File: src/rtl/gp_timer_pkg.sv
package gp_timer_pkg;

   // Register byte offsets: software decodes these.
   localparam int OFS_ID    = 'h00;
   localparam int OFS_IFCFG = 'h10;
   localparam int OFS_SYSST = 'h14;
   localparam int OFS_ISTAT = 'h18;
   localparam int OFS_IEN   = 'h1C;
   localparam int OFS_WEN   = 'h20;
   localparam int OFS_CTRL  = 'h24;
   localparam int OFS_CNT   = 'h28;
   localparam int OFS_LOAD  = 'h2C;
   localparam int OFS_TRIG  = 'h30;
   localparam int OFS_WPEND = 'h34;
   localparam int OFS_MATCH = 'h38;
   localparam int OFS_CAPT  = 'h3C;
   localparam int OFS_IFCTL = 'h40;

   // Control bit positions.
   localparam int CB_RUN    = 0;
   localparam int CB_AUTO   = 1;
   localparam int CB_PRE_LO = 2;
   localparam int CB_PEN    = 5;
   localparam int CB_CMP    = 6;
   localparam int CB_IDLE   = 7;
   localparam int CB_EDGE   = 8;
   localparam int CB_PTRIG  = 10;
   localparam int CB_TOGGLE = 12;
   localparam int CB_GPO    = 14;

   // Status flag positions.
   localparam int SB_MATCH = 0;
   localparam int SB_OVF   = 1;
   localparam int SB_CAP   = 2;
   localparam int NFLAG    = 3;

   // Write-pending slots.
   localparam int NPEND = 5;

   typedef enum logic [1:0] {
      PT_NONE      = 2'b00,
      PT_OVF       = 2'b01,
      PT_OVF_MATCH = 2'b10,
      PT_RSVD      = 2'b11
   } pwm_trig_e;

endpackage

File: src/rtl/gp_timer_prescale.sv
module gp_timer_prescale #(
   parameter int PRE_W = 3
)(
   input  logic             clk,
   input  logic             rst_n,
   input  logic             run,
   input  logic             enable,
   input  logic [PRE_W-1:0] sel,
   output logic             tick
);
   localparam int CW = 1 << PRE_W;

   logic [CW-1:0] cnt_q;
   logic [CW-1:0] limit;
   logic          wrap;

   if (PRE_W < 1 || PRE_W > 3) begin : g_bad_prew
      $error("gp_timer_prescale: PRE_W must lie in 1..3");
   end

   // 2^(sel+1)-1; the top setting wraps the shift to zero and yields all ones.
   assign limit = ({{(CW-1){1'b0}}, 1'b1} << ({1'b0, sel} + 1'b1)) - 1'b1;
   assign wrap  = (cnt_q == limit);
   assign tick  = run & (~enable | wrap);

   always_ff @(posedge clk or negedge rst_n) begin
      if (!rst_n)                     cnt_q <= '0;
      else if (!run || !enable || wrap) cnt_q <= '0;
      else                            cnt_q <= cnt_q + 1'b1;
   end
endmodule

File: src/rtl/gp_timer_edge.sv
module gp_timer_edge (
   input  logic       clk,
   input  logic       rst_n,
   input  logic       din,
   input  logic [1:0] mode,
   output logic       hit
);
   logic prev_q;

   always_ff @(posedge clk or negedge rst_n) begin
      if (!rst_n) prev_q <= 1'b0;
      else        prev_q <= din;
   end

   assign hit = (mode[0] & din & ~prev_q) | (mode[1] & ~din & prev_q);
endmodule

File: src/rtl/gp_timer_pwm.sv
module gp_timer_pwm
   import gp_timer_pkg::*;
(
   input  logic       clk,
   input  logic       rst_n,
   input  logic       idle_lvl,
   input  logic       toggle,
   input  logic       gpo,
   input  logic [1:0] trig,
   input  logic       ovf_evt,
   input  logic       match_evt,
   output logic       pwm
);
   logic fire;
   logic state_q;
   logic pulse_q;

   assign fire = ((trig == PT_OVF) & ovf_evt) |
                 ((trig == PT_OVF_MATCH) & (ovf_evt | match_evt));

   always_ff @(posedge clk or negedge rst_n) begin
      if (!rst_n) begin
         state_q <= 1'b0;
         pulse_q <= 1'b0;
      end else begin
         pulse_q <= fire;
         if (trig == PT_NONE) state_q <= 1'b0;
         else if (fire)       state_q <= ~state_q;
      end
   end

   assign pwm = gpo ? idle_lvl : idle_lvl ^ (toggle ? state_q : pulse_q);
endmodule

File: src/rtl/gp_timer.sv
module gp_timer
   import gp_timer_pkg::*;
#(
   parameter int          DW          = 32,
   parameter int          AW          = 8,
   parameter int          PRE_W       = 3,
   parameter int          RST_CYCLES  = 4,
   parameter int          PEND_CYCLES = 2,
   parameter logic [31:0] ID_VALUE    = 32'h0000_0021
)(
   input  logic          clk,
   input  logic          rst_n,
   input  logic          req_valid,
   input  logic          req_write,
   input  logic [AW-1:0] req_addr,
   input  logic [DW-1:0] req_wdata,
   output logic [DW-1:0] rsp_rdata,
   output logic          rsp_ready,
   input  logic          cap_in,
   output logic          pwm_out,
   output logic          irq
);
   localparam int            RCW       = $clog2(RST_CYCLES + 1);
   localparam int            PCW       = $clog2(PEND_CYCLES + 1);
   localparam logic [DW-1:0] CTRL_MASK = DW'(32'h0000_7FFF);

   if (DW < 16 || DW > 64) begin : g_bad_dw
      $error("gp_timer: DW must lie in 16..64");
   end
   if (AW < 7 || AW > 16) begin : g_bad_aw
      $error("gp_timer: AW must lie in 7..16");
   end
   if (RST_CYCLES < 1 || PEND_CYCLES < 1) begin : g_bad_cyc
      $error("gp_timer: RST_CYCLES and PEND_CYCLES must be positive");
   end

   logic [DW-1:0]    ctrl_q, cnt_q, load_q, match_q, capt_q, ifcfg_q;
   logic [NFLAG-1:0] stat_q, ien_q, wen_q;
   logic [RCW-1:0]   srst_q;
   logic [NPEND-1:0] pend_hit, pend_vec;

   logic busy, wr;
   logic wr_ctrl, wr_cnt, wr_load, wr_trig, wr_match, wr_stat;
   logic wr_ien, wr_wen, wr_ifcfg, wr_ifctl;
   logic run_en, pre_en, auto_en, cmp_en;
   logic tick, at_max, ovf_evt, match_evt, cap_evt;
   logic [DW-1:0]    adv;
   logic [NFLAG-1:0] clr_mask, evt_vec;

   function automatic logic at(input int ofs);
      return req_addr == AW'(ofs);
   endfunction

   // ---------------- bus decode ----------------
   assign busy      = (srst_q != '0);
   assign wr        = req_valid & req_write & ~busy;
   assign wr_ctrl   = wr & at(OFS_CTRL);
   assign wr_cnt    = wr & at(OFS_CNT);
   assign wr_load   = wr & at(OFS_LOAD);
   assign wr_trig   = wr & at(OFS_TRIG);
   assign wr_match  = wr & at(OFS_MATCH);
   assign wr_stat   = wr & at(OFS_ISTAT);
   assign wr_ien    = wr & at(OFS_IEN);
   assign wr_wen    = wr & at(OFS_WEN);
   assign wr_ifcfg  = wr & at(OFS_IFCFG);
   assign wr_ifctl  = wr & at(OFS_IFCTL);
   assign rsp_ready = req_valid;

   // ---------------- counting ----------------
   assign run_en  = ctrl_q[CB_RUN];
   assign pre_en  = ctrl_q[CB_PEN];
   assign auto_en = ctrl_q[CB_AUTO];
   assign cmp_en  = ctrl_q[CB_CMP];

   gp_timer_prescale #(.PRE_W(PRE_W)) u_pre (
      .clk    (clk),
      .rst_n  (rst_n),
      .run    (run_en & ~busy),
      .enable (pre_en),
      .sel    (ctrl_q[CB_PRE_LO +: PRE_W]),
      .tick   (tick)
   );

   assign at_max    = &cnt_q;
   assign adv       = at_max ? (auto_en ? load_q : '0) : cnt_q + 1'b1;
   assign ovf_evt   = tick & at_max;
   assign match_evt = tick & cmp_en & (adv == match_q);

   gp_timer_edge u_edge (
      .clk   (clk),
      .rst_n (rst_n),
      .din   (cap_in),
      .mode  (ctrl_q[CB_EDGE +: 2]),
      .hit   (cap_evt)
   );

   gp_timer_pwm u_pwm (
      .clk       (clk),
      .rst_n     (rst_n),
      .idle_lvl  (ctrl_q[CB_IDLE]),
      .toggle    (ctrl_q[CB_TOGGLE]),
      .gpo       (ctrl_q[CB_GPO]),
      .trig      (ctrl_q[CB_PTRIG +: 2]),
      .ovf_evt   (ovf_evt),
      .match_evt (match_evt),
      .pwm       (pwm_out)
   );

   // ---------------- flags ----------------
   always_comb begin
      evt_vec           = '0;
      evt_vec[SB_MATCH] = match_evt;
      evt_vec[SB_OVF]   = ovf_evt;
      evt_vec[SB_CAP]   = cap_evt;
   end
   assign clr_mask = wr_stat ? req_wdata[NFLAG-1:0] : '0;
   assign irq      = |(stat_q & ien_q);

   // ---------------- register state ----------------
   always_ff @(posedge clk or negedge rst_n) begin
      if (!rst_n) begin
         ctrl_q <= '0; cnt_q <= '0; load_q <= '0; match_q <= '0; capt_q <= '0;
         ifcfg_q <= '0; stat_q <= '0; ien_q <= '0; wen_q <= '0;
      end else if (busy) begin
         ctrl_q <= '0; cnt_q <= '0; load_q <= '0; match_q <= '0; capt_q <= '0;
         ifcfg_q <= '0; stat_q <= '0; ien_q <= '0; wen_q <= '0;
      end else begin
         if (wr_ctrl)                  ctrl_q <= req_wdata & CTRL_MASK;
         else if (ovf_evt && !auto_en) ctrl_q[CB_RUN] <= 1'b0;
         if (wr_cnt)       cnt_q <= req_wdata;
         else if (wr_trig) cnt_q <= load_q;
         else if (tick)    cnt_q <= adv;
         if (wr_load)  load_q  <= req_wdata;
         if (wr_match) match_q <= req_wdata;
         if (wr_ifcfg) ifcfg_q <= req_wdata;
         if (wr_ien)   ien_q   <= req_wdata[NFLAG-1:0];
         if (wr_wen)   wen_q   <= req_wdata[NFLAG-1:0];
         if (cap_evt)  capt_q  <= cnt_q;
         stat_q <= (stat_q & ~clr_mask) | evt_vec;
      end
   end

   always_ff @(posedge clk or negedge rst_n) begin
      if (!rst_n)                          srst_q <= '0;
      else if (busy)                       srst_q <= srst_q - 1'b1;
      else if (wr_ifctl && req_wdata[1])   srst_q <= RCW'(RST_CYCLES);
   end

   // ---------------- write-pending slots ----------------
   assign pend_hit = {wr_match, wr_trig, wr_load, wr_cnt, wr_ctrl};

   for (genvar i = 0; i < NPEND; i++) begin : g_pend
      logic [PCW-1:0] left_q;
      always_ff @(posedge clk or negedge rst_n) begin
         if (!rst_n)            left_q <= '0;
         else if (busy)         left_q <= '0;
         else if (pend_hit[i])  left_q <= PCW'(PEND_CYCLES);
         else if (left_q != '0) left_q <= left_q - 1'b1;
      end
      assign pend_vec[i] = (left_q != '0);
   end

   // ---------------- read mux ----------------
   always_comb begin
      rsp_rdata = '0;
      if (req_valid && !req_write) begin
         case (req_addr)
            AW'(OFS_ID):    rsp_rdata = DW'(ID_VALUE);
            AW'(OFS_IFCFG): rsp_rdata = ifcfg_q;
            AW'(OFS_SYSST): rsp_rdata = {{(DW-1){1'b0}}, ~busy};
            AW'(OFS_ISTAT): rsp_rdata = DW'(stat_q);
            AW'(OFS_IEN):   rsp_rdata = DW'(ien_q);
            AW'(OFS_WEN):   rsp_rdata = DW'(wen_q);
            AW'(OFS_CTRL):  rsp_rdata = ctrl_q;
            AW'(OFS_CNT):   rsp_rdata = cnt_q;
            AW'(OFS_LOAD):  rsp_rdata = load_q;
            AW'(OFS_WPEND): rsp_rdata = DW'(pend_vec);
            AW'(OFS_MATCH): rsp_rdata = match_q;
            AW'(OFS_CAPT):  rsp_rdata = capt_q;
            default:        rsp_rdata = '0;
         endcase
      end
   end
endmodule

File: config.mk
export PLATFORM = sky130hd
export DESIGN_NAME = gp_timer
export DESIGN_NICKNAME = d
export VERILOG_FILES = /design/src/rtl/gp_timer_pkg.sv /design/src/rtl/gp_timer_prescale.sv /design/src/rtl/gp_timer_edge.sv /design/src/rtl/gp_timer_pwm.sv /design/src/rtl/gp_timer.sv
export SDC_FILE = /design/constraint.sdc
export NUM_CORES = 1
export LEC_CHECK = 0
export BUFFER_PORTS_ARGS = -buffer_cell sky130_fd_sc_hd__buf_2
export CAP_MARGIN = 40
export CORE_MARGIN = 2
export CORE_UTILIZATION = 30
export DETAILED_ROUTE_END_ITERATION = 12
export SETUP_SLACK_MARGIN = 0.02
export SYNTH_ARGS = -nofsm -noshare
export SYNTH_HDL_FRONTEND = slang
export SYNTH_SLANG_ARGS = --single-unit
File: constraint.sdc
create_clock -name clk -period 7.85 [get_ports clk]
set_input_delay 0.785 -clock clk [delete_from_list [all_inputs] [get_ports clk]]
set_output_delay 0.785 -clock clk [all_outputs]
set_load 0.005 [all_outputs]
==> flow_summary.ini <==
[floorplan]
die_width_um = 207
design.die.area_um2 = 42700
num_ports = 80
rows = 74
core_region_area_um2 = 40600
initial_utilization_pct = 30.3
die_h_um = 207

[sta]
timing_worst_slew_pin_value_ns = 0.924
report.final.slew_viol_count = 0
min_period_ns = 4.09
finalHoldViolations = 0
achievable_frequency_ghz = 0.245
finalSetupViolations = 0
final.setup_skew_ns = 0.0110
fin_worst_hold_slack_ns = 0.199
rsz0062_at_grt = false
timing.max_slew.rel_slack_pct = 37.8
finalWorstSetupSlack_ns = 3.76
fin_crit_sh_pct = 52.1
finalSetupTns_ns = 0

[global_routing]
grt_max_degree = 77
grt_first_pass_wirelength_um = 72400
antenna_violations_before_repair = 1
gr-usage-all-layers_pct = 21.9
grt-ovfl-total = 0
grt_pass1_vias = 11900

[worst_setup_path]
timing.critical_path.from_type = input pin
timing.critical_path.buf_inv = 3
cp_data_arrival_time_ns = 3.30
worst-endpoint-required_ns = 7.07
timing.critical_path.max_delay_family = simple AND/OR/NAND/NOR gates
crit_path_end_kind = output pin
cp_slowest_stage_delay_ns = 0.70
timing.critical_path.slowest_stage_cell = sky130_fd_sc_hd__nor2_2
timing.critical_path.cells = buf_2 -> nor3_1 -> nand2_1 -> nor2_2 -> buf_4 -> a22oi_1 -> a31oi_1 -> buf_2
worst_path_most_repeated_cell = sky130_fd_sc_hd__buf_2
timing_worst_setup_path_type = input pin to output pin
cp_max_fo = 19

[power]
seq_power_share_pct = 42.9
p_int_uw = 1760
p_per_area_nw_per_um2 = 182
ir_worst_vdd_mv = 0.128
post-layout-total-power_uw = 2550
clkPwrFrac_pct = 42.9
p_comb_share_pct = 14.2
net_sw_share_pct = 30.9
cellLeakagePower_uw = 0.00513
net-switching-power_uw = 790

[status]
outcome = complete, no violations

[synth]
yosys_register_bits = 208
synth_sequential_area_ratio_pct = 42.3
syn_area_per_cell_um2 = 8.07
postSynth.asyncResetShare_pct = 100
yosys-top-cells-count = sky130_fd_sc_hd__nand2_1, sky130_fd_sc_hd__dfrtp_1, sky130_fd_sc_hd__a21oi_1, sky130_fd_sc_hd__clkbuf_1, sky130_fd_sc_hd__nor2_1
synth_largest_type_area_fraction_pct = 42.3
postSynthCellCount = 1527
synth_area_leader_cell = sky130_fd_sc_hd__dfrtp_1
net_count_after_synthesis = 1581
synthesis.yosys.warnings = 0
syn_area_um2 = 12300
netlist-cell-type-count = 76
post-synth-top-count-cell = sky130_fd_sc_hd__nand2_1
synth.top_cells.by_area = sky130_fd_sc_hd__dfrtp_1, sky130_fd_sc_hd__nand2_1, sky130_fd_sc_hd__a21oi_1
synth-main-ff-cell = sky130_fd_sc_hd__dfrtp_1
post_synth_edffs = 0

[worst_hold_path]
hold_path_class = input pin to asynchronous set/reset pin

[cts]
cts.hold.buffers_added = 0
htree_levels = 1
cts_tree = done
cts_sinks = 208
cts_max_path_buffers = 3
insertion_delay_ns = 0.55
cts_post_setup_buffers_inserted = 0
clock_tree_root_driver_cell = sky130_fd_sc_hd__clkbuf_16
cts_buffers = 24
postCtsResizedCells = 0
clk_transition_reported_paths_ns = 0.06

[finish]
design.final.nets = 1592
drive_above_1_share_pct = 12.0
antennaDiodeCount = 0
finished_core_util_pct = 34.4
area_growth_syn_to_layout_pct = 13.7

[detailed_routing]
route.detailed.drc = 0
final_antenna_net_count = 0
final_routed_wirelength_across_all_metal_layers_um = 46700
via_per_inst = 5.85
avgRoutedWirePerCell_um = 22.4
first_iter_violations = 1218
dr_vias = 12200
firstDrtPassIters = 6

[placed_design]
port-buffer-count = 79
globalplace.congestion = 0.967
preCtsSetupSlack_ns = 3.82
place.detailed.hpwl_um = 32600

[flow_run]
cap_violations = 0
-- cell type report --
class / instances / area [um2]
multi-input cells: 1156 / 6530
flip-flops and latches: 208 / 5200
clock buffers: 38 / 713
well taps: 532 / 666
repair buffers: 111 / 704
inverters: 37 / 141
clock inverters: 5 / 40.0
fillers: 4177 / 26600
-- metrics by stage --
stage          instances  area, um2
2_1_floorplan       1527      12300
3_3_place_gp        2038      13100
3_5_place_dp        2044      13200
4_1_cts             2087      14000
5_1_grt             2087      14000
6_report            2087      14000
-- worst register-to-register path, cell delays in order, from the launching register on --
cell                       delay, ns
sky130_fd_sc_hd__dfrtp_1        0.51
sky130_fd_sc_hd__ha_1           0.31
sky130_fd_sc_hd__nand4_4        0.20
sky130_fd_sc_hd__nor4_4         0.71
sky130_fd_sc_hd__nand3_1        0.45
sky130_fd_sc_hd__a221oi_1       0.50
sky130_fd_sc_hd__o22ai_1        0.11
sky130_fd_sc_hd__or4_1          0.55
sky130_fd_sc_hd__nor4_2         0.25
sky130_fd_sc_hd__a31oi_1        0.15
sky130_fd_sc_hd__a311oi_2       0.25
-- power by group through the flow --
stage	clock, uW	combinational [uW]	sequential (uW)
floorplan	0	226	1110
global placement	0	356	1110
detailed placement	0	361	1110
CTS	1110	362	1100
global route	1150	390	1100
finish	1090	363	1100
-- per-layer routing --
layer | GRT usage (%) | routed length [um] | up-vias
li1 | - | - | 5510
met1 | 30.0 | 20300 | 6066
met2 | 35.7 | 21800 | 529
met3 | 2.81 | 3190 | 97
met4 | 7.63 | 1440 | 0
met5 | 0 | 0 | -
-- state kept, by name, summed over array words and instances, names as in the netlist --
name / count
u_edge.prev_q: 1
srst_q: 3
g_pend.left_q: 10
ifcfg_q: 32
cnt_q: 32
stat_q: 3
u_pwm.state_q: 1
load_q: 32
capt_q: 32
u_pwm.pulse_q: 1
wen_q: 3
ien_q: 3
u_pre.cnt_q: 8
match_q: 32
ctrl_q: 15
-- final timing paths --
check	start	endpoint	slack, ns	depth (start not counted)
max reg2reg	cnt_q[0]	u_pwm.state_q	3.79	10
min in group clk	cap_in	u_edge.prev_q	0.38	1
max in group asynchronous	rst_n	cnt_q[30]	6.37	2
min reg2reg	srst_q[1]	srst_q[1]	0.48	1
max	req_addr[1]	rsp_rdata[8]	3.76	8
min	rst_n	wen_q[2]	0.20	1
-- cells by family (layout without fill, tap and decap cells) --
logic type | count (synthesis) | in the layout | share of synthesized area [%]
AND/OR/NAND/NOR | 630 | 630 | 23.2
multiplexers | 9 | 9 | 0.772
adder cells (fa/ha/maj) | 9 | 9 | 0.914
buffers and inverters | 163 | 191 | 5.23
XOR/XNOR | 46 | 46 | 3.27
flip-flops | 208 | 208 | 42.3
other | 1 | 1 | 0.0304
AO/OA/AOI/OAI | 461 | 461 | 24.3
-- placed cells by master (no fill, tap or decap), types with 35 or more instances in the layout --
cell type | netlist | routed
sky130_fd_sc_hd__a21oi_1 | 197 | 197
sky130_fd_sc_hd__a22oi_1 | 49 | 49
sky130_fd_sc_hd__buf_2 | 16 | 78
sky130_fd_sc_hd__dfrtp_1 | 208 | 208
sky130_fd_sc_hd__inv_1 | 37 | 36
sky130_fd_sc_hd__nand2_1 | 392 | 391
sky130_fd_sc_hd__nand3_1 | 43 | 43
sky130_fd_sc_hd__nor2_1 | 64 | 58
sky130_fd_sc_hd__o211ai_1 | 35 | 35
sky130_fd_sc_hd__o21ai_0 | 40 | 40
Power figures use the tool's default switching activity.
